**config.mk**
```make
export PLATFORM = sky130hd
export DESIGN_NAME = addr_wrap_strap
export DESIGN_NICKNAME = d
export VERILOG_FILES = /design/src/rtl/addr_wrap_pkg.sv /design/src/rtl/mask_sync.sv /design/src/rtl/strap_freeze.sv /design/src/rtl/wrap_ctrl.sv /design/src/rtl/addr_wrap_strap.sv
export SDC_FILE = /design/constraint.sdc
export NUM_CORES = 1
export LEC_CHECK = 0
export ABC_AREA = 1
export ABC_CLOCK_PERIOD_IN_PS = 1450
export BUFFER_PORTS_ARGS = -buffer_cell sky130_fd_sc_hd__buf_2
export CAP_MARGIN = 20
export CORE_MARGIN = 1.5
export CORE_UTILIZATION = 37
export CTS_BUF_LIST = sky130_fd_sc_hd__clkbuf_4
export CTS_CLUSTER_DIAMETER = 40
export DETAILED_ROUTE_END_ITERATION = 8
export GPL_ROUTABILITY_DRIVEN = 1
export PLACE_DENSITY = 0.81
export SKIP_LAST_GASP = 1
export SLEW_MARGIN = 20
export SYNTH_ARGS = -nofsm -noshare
export SYNTH_HDL_FRONTEND = slang
export SYNTH_SLANG_ARGS = --single-unit
```
**constraint.sdc**
```tcl
create_clock -name clk -period 1.45 [get_ports clk]
set_input_delay 0.0725 -clock clk [delete_from_list [all_inputs] [get_ports clk]]
set_output_delay 0.0725 -clock clk [all_outputs]
set_load 0.03 [all_outputs]
```
**src/rtl/addr_wrap_pkg.sv**
```systemverilog
package addr_wrap_pkg;

    typedef enum logic [1:0] {
        ST_STRAP = 2'd0,
        ST_LIVE  = 2'd1,
        ST_HOLD  = 2'd2
    } wrap_st_e;

    localparam int STRAP_W = 4;

endpackage

```
**src/rtl/mask_sync.sv**
```systemverilog
module mask_sync #(
    parameter int STAGES = 2
) (
    input  logic clk,
    input  logic rst_n,
    input  logic d,
    output logic q
);
    logic [STAGES-1:0] chain;

    generate
        if (STAGES == 1) begin : g_single
            always_ff @(posedge clk) begin
                if (!rst_n) chain <= '0;
                else        chain <= d;
            end
        end else begin : g_multi
            always_ff @(posedge clk) begin
                if (!rst_n) chain <= '0;
                else        chain <= {chain[STAGES-2:0], d};
            end
        end
    endgenerate

    assign q = chain[STAGES-1];

endmodule

```
**src/rtl/strap_freeze.sv**
```systemverilog
module strap_freeze
    import addr_wrap_pkg::*;
(
    input  logic               clk,
    input  logic               rst_n,
    input  logic [STRAP_W-1:0] pins_act,
    output logic [STRAP_W-1:0] code,
    output logic               valid
);
    // Code register samples during reset and holds afterwards.
    always_ff @(posedge clk) begin
        if (!rst_n) code <= pins_act;
    end

    always_ff @(posedge clk) begin
        valid <= rst_n;
    end

    // code tracks the inverted pins every reset cycle
    p_track_in_reset_r5: assert property (@(posedge clk)
        !rst_n |=> (code == $past(pins_act)));

    // frozen code never moves outside reset
    p_code_frozen_r6: assert property (@(posedge clk) disable iff (!rst_n)
        $past(rst_n) |-> $stable(code));

    // valid rises one edge after release and stays
    p_valid_rise_r7: assert property (@(posedge clk) disable iff (!rst_n)
        rst_n |=> valid);

    p_valid_low_r7: assert property (@(posedge clk)
        !rst_n |=> !valid);

endmodule

```
**src/rtl/wrap_ctrl.sv**
```systemverilog
module wrap_ctrl
    import addr_wrap_pkg::*;
#(
    parameter int HOLD_CYC = 4
) (
    input  logic clk,
    input  logic rst_n,
    input  logic mask_sync,
    input  logic iowr_ack,
    output logic mask_eff
);
    localparam int CW = (HOLD_CYC > 1) ? $clog2(HOLD_CYC) : 1;
    localparam logic [CW-1:0] CNT_LOAD = CW'(HOLD_CYC - 1);

    wrap_st_e      st, st_n;
    logic [CW-1:0] cnt, cnt_n;

    // state register
    always_ff @(posedge clk) begin
        if (!rst_n) begin
            st  <= ST_STRAP;
            cnt <= '0;
        end else begin
            st  <= st_n;
            cnt <= cnt_n;
        end
    end

    // next state
    always_comb begin
        st_n  = st;
        cnt_n = cnt;
        unique case (st)
            ST_STRAP: begin
                st_n = ST_LIVE;
            end
            ST_LIVE: begin
                if (iowr_ack) begin
                    st_n  = ST_HOLD;
                    cnt_n = CNT_LOAD;
                end
            end
            ST_HOLD: begin
                if (iowr_ack) begin
                    cnt_n = CNT_LOAD;
                end else if (cnt == '0) begin
                    st_n = ST_LIVE;
                end else begin
                    cnt_n = cnt - 1'b1;
                end
            end
            default: begin
                st_n  = ST_STRAP;
                cnt_n = '0;
            end
        endcase
    end

    // outputs
    always_ff @(posedge clk) begin
        if (!rst_n) begin
            mask_eff <= 1'b0;
        end else begin
            unique case (st)
                ST_STRAP: mask_eff <= 1'b0;
                ST_LIVE:  mask_eff <= mask_sync;
                ST_HOLD:  if (iowr_ack) mask_eff <= mask_sync;
                default:  mask_eff <= 1'b0;
            endcase
        end
    end

    // in live tracking the mask follows the synchronizer one edge later
    p_live_follow_r3: assert property (@(posedge clk) disable iff (!rst_n)
        ($past(rst_n) && $past(st) == ST_LIVE) |-> (mask_eff == $past(mask_sync)));

    // inside the hold window the mask does not move without a new handshake
    p_hold_stable_r4: assert property (@(posedge clk) disable iff (!rst_n)
        ($past(rst_n) && $past(st) == ST_HOLD && !$past(iowr_ack)) |-> $stable(mask_eff));

    // a handshake always lands in the hold state
    p_ack_enters_hold_r4: assert property (@(posedge clk) disable iff (!rst_n)
        (iowr_ack && st != ST_STRAP) |=> (st == ST_HOLD));

    // reset clears the effective mask
    p_reset_clear_r8: assert property (@(posedge clk)
        !rst_n |=> !mask_eff);

endmodule

```
**src/rtl/addr_wrap_strap.sv**
```systemverilog
module addr_wrap_strap
    import addr_wrap_pkg::*;
#(
    parameter int PA_MSB      = 35,
    parameter int PA_LSB      = 3,
    parameter int WRAP_BIT    = 20,
    parameter int SYNC_STAGES = 2,
    parameter int HOLD_CYC    = 4
) (
    input  logic                 clk,
    input  logic                 rst_n,
    input  logic [PA_MSB:PA_LSB] pa_in,
    input  logic                 real_mode,
    input  logic                 mask_b20_n,
    input  logic                 nerr_ign_n,
    input  logic [1:0]           lirq_n,
    input  logic                 iowr_ack,
    output logic [PA_MSB:PA_LSB] pa_out,
    output logic [STRAP_W-1:0]   strap_code,
    output logic                 strap_valid
);
    localparam int PA_W = PA_MSB - PA_LSB + 1;
    localparam logic [PA_MSB:PA_LSB] WRAP_ONEHOT = PA_W'(1) << (WRAP_BIT - PA_LSB);

    logic               mask_sync_q;
    logic               mask_eff;
    logic [STRAP_W-1:0] pins_act;

    assign pins_act = {~mask_b20_n, ~nerr_ign_n, ~lirq_n};

    mask_sync #(.STAGES(SYNC_STAGES)) u_sync (
        .clk   (clk),
        .rst_n (rst_n),
        .d     (~mask_b20_n),
        .q     (mask_sync_q)
    );

    wrap_ctrl #(.HOLD_CYC(HOLD_CYC)) u_ctrl (
        .clk       (clk),
        .rst_n     (rst_n),
        .mask_sync (mask_sync_q),
        .iowr_ack  (iowr_ack),
        .mask_eff  (mask_eff)
    );

    strap_freeze u_strap (
        .clk      (clk),
        .rst_n    (rst_n),
        .pins_act (pins_act),
        .code     (strap_code),
        .valid    (strap_valid)
    );

    // single masked address feeds cache lookup and bus request alike
    generate
        for (genvar i = PA_LSB; i <= PA_MSB; i++) begin : g_bit
            if (i == WRAP_BIT) begin : g_wrap
                assign pa_out[i] = pa_in[i] & ~(mask_eff & real_mode);
            end else begin : g_pass
                assign pa_out[i] = pa_in[i];
            end
        end
    endgenerate

    // only the wrap bit may differ from the input
    p_keep_bits_r1: assert property (@(posedge clk) disable iff (!rst_n)
        ((pa_out | WRAP_ONEHOT) == (pa_in | WRAP_ONEHOT)));

    // the wrap bit can only be cleared, never set
    p_no_set_r1: assert property (@(posedge clk) disable iff (!rst_n)
        (pa_out[WRAP_BIT] |-> pa_in[WRAP_BIT]));

    // outside real mode the address passes untouched
    p_real_only_r2: assert property (@(posedge clk) disable iff (!rst_n)
        !real_mode |-> (pa_out == pa_in));

endmodule

```
==> results of run 1 <==
-- cells by family (layout without fill, tap and decap cells) --
kind of cell,count (synthesis),after routing,share of synthesized area
AOI/OAI and AO/OA,10,10,0.0633
adders and majority gates,7,7,0.105
buffers and inverters,48,36,0.361
DFF,12,12,0.337
and+or+nand+nor,23,23,0.133
-- cells in the mapped netlist (2+ instances only) --
| library cell | count | share of area |
|---|---|---|
| a21oi_1 | 6 | 0.036 |
| buf_4 | 32 | 0.29 |
| dfxtp_1 | 8 | 0.19 |
| edfxtp_1 | 4 | 0.14 |
| ha_1 | 7 | 0.11 |
| inv_1 | 14 | 0.063 |
| inv_2 | 2 | 0.0090 |
| nand2_1 | 11 | 0.050 |
| nand3_1 | 4 | 0.024 |
| nor2_1 | 4 | 0.018 |
| o21ai_1 | 2 | 0.012 |
-- routing by layer --
layer / up-vias / wire (um) / track usage
met5: - / 0 / 0
met4: 0 / 32 / 0.0405
met3: 10 / 187 / 0.0625
met2: 40 / 645 / 0.180
met1: 217 / 380 / 0.0798
li1: 256 / - / -
-- registers in the layout (all words and copies together), names as in the netlist --
name	flops
u_strap.code	4
u_ctrl.cnt	2
u_ctrl.st	2
u_sync.chain	2
u_ctrl.mask_eff	1
u_strap.valid	1
-- cell type report --
type | instances | area [um^2]
Clock buffer | 3 | 22.5
Clock inverter | 1 | 3.75
Fill cell | 226 | 1300
Inverter | 16 | 60.1
Multi-Input combinational cell | 40 | 250
Sequential cell | 12 | 280
Tap cell | 27 | 33.8
Timing Repair Buffer | 16 | 90.1
-- worst paths after layout --
path / to / depth (start not counted)
worst max-delay path: u_ctrl.st[0] / 6
worst min-delay path: u_strap.code[1] / 2
worst max register to register: u_ctrl.st[0] / 6
worst min register to register: u_sync.chain[1] / 2
-- timing repair --
| item | 4_1_cts | 5_1_grt |
|---|---|---|
| hold buffers | 2 | 0 |
| endpoints found under the hold margin | 2 | 0 |
| buffers inserted | 0 | 0 |
| setup endpoints to repair | 0 | 0 |
-- per-stage QoR --
stage / cells / instance area (um^2) / setup slack, ns
floorplan: 100 / 831 / 0.272
global placement: 109 / 694 / 0.219
detailed placement: 109 / 694 / 0.109
CTS: 115 / 741 / 0.0935
global route: 115 / 741 / 0.00854
finish: 115 / 741 / 0.0978
-- power by group --
group          switching (uW)  leakage, uW  internal, uW
logic                     301     0.000249           184
clock network             103    0.0000154          99.5
registers                40.7     0.000105           404
total                     445     0.000370           688
==> impl_metrics.env, run 1 <==
export IMPL_status="completed"
export IMPL_endpoint_kind="flip-flop"
export IMPL_cts_tree="built"
export IMPL_layout_common_cells="inv_1, buf_2, nand2_1"
export IMPL_grt_pass1_vias=475
export IMPL_power_uw=1130
export IMPL_period_needed_ns=1.35
export IMPL_yosys_register_bits=12
export IMPL_cp_cell_sequence="inv_1 > ha_1 > nand2_1 > nand3_1 > o21ai_1 > a21oi_1"
export IMPL_power_density_nw_per_um2=1530
export IMPL_start_util=0.407
export IMPL_cts_buffer_depth=2
export IMPL_antenna_found_initial=0
export IMPL_wl_per_cell_um=10.8
export IMPL_synth_warnings=0
export IMPL_synth_nets=148
export IMPL_num_antenna_cells=0
export IMPL_finalCritPeriodShare=0.933
export IMPL_dieArea_um2=2540
export IMPL_hold_class="in -> reg"
export IMPL_synth_seq_area_share=0.337
export IMPL_peakVddDrop_v=0.000696
export IMPL_ant_nets=0
export IMPL_drive_above_1_share=0.261
export IMPL_cts_buffers=3
export IMPL_cts_resized=0
export IMPL_clock_sinks=12
export IMPL_async_reset_ff_frac=0
export IMPL_crit_path_max_incr_delay_ns=0.39
export IMPL_drv_cap=0
export IMPL_dieHeight_um=50.4
export IMPL_cp_required_ns=1.60
export IMPL_clkLatencyLatePin_ns=0.27
export IMPL_synth_cell_type_count=17
export IMPL_clk_pin_slew_ns=0.07
export IMPL_core_um2=2040
export IMPL_gp_congestion=0.753
export IMPL_hold_violations=0
export IMPL_skew_ns=0.00277
export IMPL_worst_pin_slew_ns=0.243
export IMPL_reg2reg_from="u_ctrl.st[0]"
export IMPL_p_leak_uw=0.000370
export IMPL_synth_edf_count=4
export IMPL_die_width_um=50.4
export IMPL_cp_num_buf_inv=1
export IMPL_grt_usage=0.0972
export IMPL_final_setup_tns_ns=0
export IMPL_synthCells=100
export IMPL_max_freq_mhz=740
export IMPL_wirelength_um=1250
export IMPL_critPathArrivalTime_ns=1.51
export IMPL_synth_area_um2=831
export IMPL_synth_avg_cell_area_um2=8.31
export IMPL_cpMaxStageDelayCell="dfxtp_1"
export IMPL_grt_overflow=0
export IMPL_hp_start="lirq_n[1]"
export IMPL_synthFlopType="dfxtp_1"
export IMPL_final_util=0.363
export IMPL_grt_pass1_wl_um=1840
export IMPL_clockRootBuffer="clkbuf_4"
export IMPL_h_tree_depth=1
export IMPL_nNetsFinal=137
export IMPL_critPathLaunch="u_ctrl.st[0]"
export IMPL_numPortBuffers=14
export IMPL_vias_per_cell=4.55
export IMPL_setup_viol=0
export IMPL_fp_row_count=16
export IMPL_ioPinCount=79
export IMPL_holdWs_ns=0.0438
export IMPL_dp_hpwl_um=1060
export IMPL_crit_family="flip-flops"
export IMPL_dr_pass1_iters=5
export IMPL_grt_max_degree=8
export IMPL_area_growth_pct=-10.8
export IMPL_relSlewSlack=0.838
export IMPL_crit_fanout=4
export IMPL_start_kind="flip-flop"
export IMPL_drc=0
export IMPL_drt_initial_drc_count=12
export IMPL_routed_via_count=523
export IMPL_rsz0062_at_grt="false"
export IMPL_path_class="reg -> reg"
export IMPL_r2r_slack_ns=0.1
export IMPL_final_max_slew_viol_count=0
(Power assumes the default switching activity.)
==> run 2: changes to the inputs <==
--- a/config.mk
+++ b/config.mk
@@ -9,13 +9,15 @@
 export ABC_CLOCK_PERIOD_IN_PS = 1450
 export BUFFER_PORTS_ARGS = -buffer_cell sky130_fd_sc_hd__buf_2
 export CAP_MARGIN = 20
+export CELL_PAD_IN_SITES_DETAIL_PLACEMENT = 0
+export CELL_PAD_IN_SITES_GLOBAL_PLACEMENT = 1
 export CORE_MARGIN = 1.5
-export CORE_UTILIZATION = 37
+export CORE_UTILIZATION = 24
 export CTS_BUF_LIST = sky130_fd_sc_hd__clkbuf_4
 export CTS_CLUSTER_DIAMETER = 40
 export DETAILED_ROUTE_END_ITERATION = 8
 export GPL_ROUTABILITY_DRIVEN = 1
-export PLACE_DENSITY = 0.81
+export PLACE_DENSITY_LB_ADDON = 0.1
 export SKIP_LAST_GASP = 1
 export SLEW_MARGIN = 20
 export SYNTH_ARGS = -nofsm -noshare
==> run 2 against run 1 <==
Combinational power increased by 0.8%. Via count shrank 5.2%. First-iteration DRC count increased by 50%. Sequential share of layout area down 1.4 points. Die area is 51% higher. Critical endpoint unchanged. Clock power increased by 16%. Global-route usage is 2.4 points lower.
==> impl_metrics.env, run 2 (synthesized netlist as in run 1, its figures left out) <==
export IMPL_status="completed"
export IMPL_layout_common_cells="inv_1, buf_2, nand2_1"
export IMPL_dp_hpwl_um=1030
export IMPL_wl_met1_um=535
export IMPL_gp_congestion=0.650
export IMPL_topRoutingLayerUsed="met4"
export IMPL_cpMaxStageDelayCell="dfxtp_1"
export IMPL_p_leak_uw=0.000373
export IMPL_start_kind="flip-flop"
export IMPL_crit_path_max_incr_delay_ns=0.38
export IMPL_clk_pin_slew_ns=0.08
export IMPL_skew_ns=0.00792
export IMPL_h_tree_depth=1
export IMPL_setup_viol=0
export IMPL_clock_sinks=12
export IMPL_power_uw=1170
export IMPL_r2r_slack_ns=0.14
export IMPL_endpoint_kind="flip-flop"
export IMPL_max_freq_mhz=765
export IMPL_hold_violations=0
export IMPL_cts_buffer_depth=2
export IMPL_dieArea_um2=3820
export IMPL_cp_required_ns=1.60
export IMPL_critPathArrivalTime_ns=1.46
export IMPL_ioPinCount=79
export IMPL_ant_nets=0
export IMPL_regMostFlops="u_strap.code"
export IMPL_final_max_slew_viol_count=0
export IMPL_switching_share=0.388
export IMPL_hold_class="in -> reg"
export IMPL_drv_cap=0
export IMPL_relSlewSlack=0.818
export IMPL_cp_num_buf_inv=1
export IMPL_p_int_uw=715
export IMPL_num_antenna_cells=0
export IMPL_fp_row_count=21
export IMPL_switching_power_uw=453
export IMPL_numPortBuffers=14
export IMPL_area_growth_pct=-7.53
export IMPL_routed_wl_met3_um=71
export IMPL_finalCritPeriodShare=0.902
export IMPL_cp_cell_sequence="inv_1 > ha_1 > nand2_1 > nand3_1 > o21ai_1 > a21oi_1"
export IMPL_cts_buffers=3
export IMPL_cts_tree="built"
export IMPL_place_inst=128
export IMPL_die_width_um=61.8
export IMPL_final_util=0.230
export IMPL_grt_usage=0.0730
export IMPL_crit_fanout=4
export IMPL_grt_pass1_vias=463
export IMPL_dr_wl_met2_um=661
export IMPL_worst_pin_slew_ns=0.272
export IMPL_instances_no_fill=134
export IMPL_wl_per_cell_um=9.66
export IMPL_dieHeight_um=61.8
export IMPL_dr_pass1_iters=2
export IMPL_grt_pass1_wl_um=1970
export IMPL_p_clk_frac=0.201
export IMPL_vias_per_cell=3.70
export IMPL_start_util=0.249
export IMPL_p_comb_frac=0.420
export IMPL_crit_family="flip-flops"
export IMPL_period_needed_ns=1.31
export IMPL_clkLatencyLatePin_ns=0.27
export IMPL_peakVddDrop_v=0.000325
export IMPL_rsz0062_at_grt="false"
export IMPL_power_frac_seq=0.379
export IMPL_grt_overflow=0
export IMPL_drc=0
export IMPL_nNetsFinal=137
export IMPL_wirelength_um=1300
export IMPL_drt_initial_drc_count=18
export IMPL_antenna_found_initial=0
export IMPL_post_cts_buffers=0
export IMPL_drive_above_1_share=0.273
export IMPL_core_um2=3340
export IMPL_grt_max_degree=8
export IMPL_power_density_nw_per_um2=1520
export IMPL_path_class="reg -> reg"
export IMPL_clockRootBuffer="clkbuf_4"
export IMPL_routed_via_count=496
export IMPL_largest_reg_flops=4
export IMPL_final_setup_tns_ns=0
[run 2: changes by cell type in the layout (fill, tap and decap cells not counted), sizes merged]
| cell | before | now |
|---|---|---|
| clkinv | 1 | 0 |
| clkbuf | 3 | 4 |
[run 2: path summary, 6_finish.rpt]
check                                     start  cells after the start              end
worst max-delay path               u_ctrl.st[0]                      6     u_ctrl.st[0]
worst min-delay path                  lirq_n[0]                      2  u_strap.code[0]
worst max register to register     u_ctrl.st[0]                      6     u_ctrl.st[0]
worst min register to register  u_sync.chain[0]                      2  u_sync.chain[1]
[run 2: timing repair]
| item | CTS | global route |
|---|---|---|
| hold buffers | 2 | 0 |
| hold endpoints to repair | 2 | 0 |
| gates resized for setup | 0 | 0 |
[run 2: power groups by stage]
stage                     sequential (uW)  clock [uW]  combinational [uW]
after detailed placement              454           0                 495
after global placement                453           0                 518
after global routing                  454         262                 565
final                                 443         235                 490
after floorplan                       465           0                 528
after CTS                             446         251                 501
[run 2: layout make-up]
| class | count | area, um^2 |
|---|---|---|
| multi-input combinational | 40 | 250 |
| tap | 46 | 57.6 |
| inverter | 16 | 60.1 |
| sequential | 12 | 280 |
| clock buffer | 4 | 30.0 |
| timing repair buffer | 16 | 90.1 |
| fill | 394 | 2570 |
[run 2: layer usage]
metal / vias up / GRT usage
li1: 250 / -
met1: 224 / 0.0854
met2: 18 / 0.107
met3: 4 / 0.0228
met4: 0 / 0.0638
met5: - / 0
[run 2: stage by stage]
stage,hold WS (ns),area [um^2],setup WS (ns)
after floorplan,0.100,831,0.272
after global placement,0.145,718,0.101
after detailed placement,0.145,718,0.141
after CTS,0.0178,768,0.127
after global routing,0.0205,768,0.00114
final,0.0301,768,0.143
==> run 3: changes to the inputs <==
==> constraint.sdc (replaced) <==
create_clock -name clk -period 1.45 [get_ports clk]
set_input_delay 0.0725 -clock clk [delete_from_list [all_inputs] [get_ports clk]]
set_output_delay 0.0725 -clock clk [all_outputs]
set_load 0.05 [all_outputs]
==> run 3 against run 2 <==
Power increased by 1.3%. Sequential share of layout area rose by 0.060 points. Die area did not move. First-iteration DRC count shrank 72%. Non-clock buffer count is the same. Sequential power rose by 0.9%. Global-route usage about the same. Final cell count stayed put. Fmax decreased by 0.77%. Combinational power up 8.2%. Critical path type unchanged. Largest power group unchanged. Highest routed layer unchanged.
==> impl_metrics.env, run 3 (synthesized netlist as in run 1, its figures left out) <==
export IMPL_status="completed"
export IMPL_hp_start="lirq_n[0]"
export IMPL_grt_pass1_wl_um=2010
export IMPL_clockRootBuffer="clkbuf_4"
export IMPL_worst_pin_slew_ns=0.254
export IMPL_endpoint_kind="flip-flop"
export IMPL_final_util=0.230
export IMPL_finalCritPeriodShare=0.909
export IMPL_power_uw=1180
export IMPL_critPathArrivalTime_ns=1.47
export IMPL_clkLatencyLatePin_ns=0.26
export IMPL_final_max_slew_viol_count=0
export IMPL_crit_fanout=4
export IMPL_reg2reg_from="u_ctrl.st[0]"
export IMPL_area_growth_pct=-7.68
export IMPL_wirelength_um=1370
export IMPL_min_path_cells=2
export IMPL_die_width_um=61.8
export IMPL_p_leak_uw=0.000369
export IMPL_cp_required_ns=1.61
export IMPL_power_frac_seq=0.378
export IMPL_ioPinCount=79
export IMPL_max_freq_mhz=759
export IMPL_antenna_found_initial=0
export IMPL_cts_buffer_depth=2
export IMPL_num_antenna_cells=0
export IMPL_min_to="u_strap.code[0]"
export IMPL_power_density_nw_per_um2=1540
export IMPL_rr_endpoint="u_ctrl.st[0]"
export IMPL_start_kind="flip-flop"
export IMPL_largest_reg_flops=4
export IMPL_layout_common_cells="inv_1, buf_2, nand2_1"
export IMPL_vias_per_cell=3.61
export IMPL_grt_max_degree=8
export IMPL_peakVddDrop_v=0.000453
export IMPL_hold_class="in -> reg"
export IMPL_dieHeight_um=61.8
export IMPL_cts_tree="built"
export IMPL_topRoutingLayerUsed="met4"
export IMPL_drv_cap=0
export IMPL_setup_viol=0
export IMPL_ant_nets=0
export IMPL_post_cts_buffers=0
export IMPL_place_inst=128
export IMPL_switching_power_uw=488
export IMPL_dr_pass1_iters=3
export IMPL_routed_wl_met3_um=124
export IMPL_drt_initial_drc_count=5
export IMPL_h_tree_depth=1
export IMPL_dr_wl_met2_um=548
export IMPL_wl_met1_um=671
export IMPL_numPortBuffers=14
export IMPL_core_um2=3340
export IMPL_r2r_cells=6
export IMPL_grt_pass1_vias=456
export IMPL_dieArea_um2=3820
export IMPL_fp_row_count=21
export IMPL_dpl_instance_area_um2=718
export IMPL_p_comb_frac=0.448
export IMPL_relSlewSlack=0.830
export IMPL_clock_sinks=12
export IMPL_r2r_slack_ns=0.13
export IMPL_clk_pin_slew_ns=0.07
export IMPL_drc=0
export IMPL_switching_share=0.412
export IMPL_holdWs_ns=0.0376
export IMPL_skew_ns=0.00124
export IMPL_p_int_uw=696
export IMPL_path_class="reg -> reg"
export IMPL_wl_per_cell_um=10.2
export IMPL_period_needed_ns=1.32
export IMPL_hold_violations=0
export IMPL_start_util=0.249
export IMPL_routed_via_count=484
export IMPL_regMostFlops="u_strap.code"
export IMPL_postLayoutCellArea_um2=767
export IMPL_instances_no_fill=134
export IMPL_gp_congestion=0.680
export IMPL_drive_above_1_share=0.273
export IMPL_grt_usage=0.0729
export IMPL_grt_overflow=0
export IMPL_nNetsFinal=137
export IMPL_cts_buffers=3
export IMPL_dp_hpwl_um=1070
export IMPL_p_clk_frac=0.175
-- run 3: cell count changes in the layout (fill, tap and decap cells not counted) --
| cell | delta |
|---|---|
| a21boi_0 | -1 |
| ha_2 | +1 |
| a21boi_1 | +1 |
| clkbuf_4 | -1 |
| clkinv_1 | +1 |
| ha_1 | -1 |
-- run 3: worst max path at each step --
stage | start | end | cells past startpoint
after detailed placement | u_ctrl.st[0] | u_ctrl.st[0] | 6
after global placement | u_ctrl.st[1] | u_ctrl.st[0] | 6
after global routing | u_ctrl.st[0] | u_ctrl.cnt[0] | 8
final | u_ctrl.st[0] | u_ctrl.st[0] | 6
after floorplan | u_ctrl.st[0] | u_ctrl.st[0] | 6
after CTS | u_ctrl.st[0] | u_ctrl.st[0] | 6
-- run 3: per-layer routing --
layer  vias up  global-route usage
li1        253                   -
met4         0              0.0334
met5         -                   0
met3         6              0.0455
met2        18              0.0962
met1       207              0.0925
-- run 3: power by group through the flow --
| stage | registers [uW] | logic [uW] | clock network [uW] |
|---|---|---|---|
| 2_1_floorplan | 481 | 605 | 0 |
| 3_3_place_gp | 452 | 539 | 0 |
| 3_5_place_dp | 456 | 518 | 0 |
| 4_1_cts | 448 | 527 | 222 |
| 5_1_grt | 456 | 595 | 242 |
| 6_report | 447 | 530 | 207 |
-- run 3: stage by stage --
stage	setup WS, ns	setup TNS (ns)
floorplan	0.272	0
global placement	0.104	0
detailed placement	0.102	0
CTS	0.0864	0
global route	-0.00932	-0.00932
finish	0.132	0
-- run 3: repair_timing --
item,CTS,global route
setup endpoints to repair,0,2
hold buffers,2,0
hold endpoints to repair,2,0
gates resized for setup,0,1
-- run 3: cell type report --
type                       count  area (um^2)
timing repair buffer          16         90.1
clock inverter                 1         3.75
multi-input combinational     40          253
sequential                    12          280
fill                         377         2570
clock buffer                   3         22.5
tap                           46         57.6
inverter                      16         60.1
-- run 3: critical path, cell delays in order (launching register included) --
cell and delay (ns):
dfxtp_1 0.40, inv_1 0.11, ha_2 0.23, nand2_1 0.09
nand3_1 0.16, o21ai_1 0.17, a21oi_1 0.05
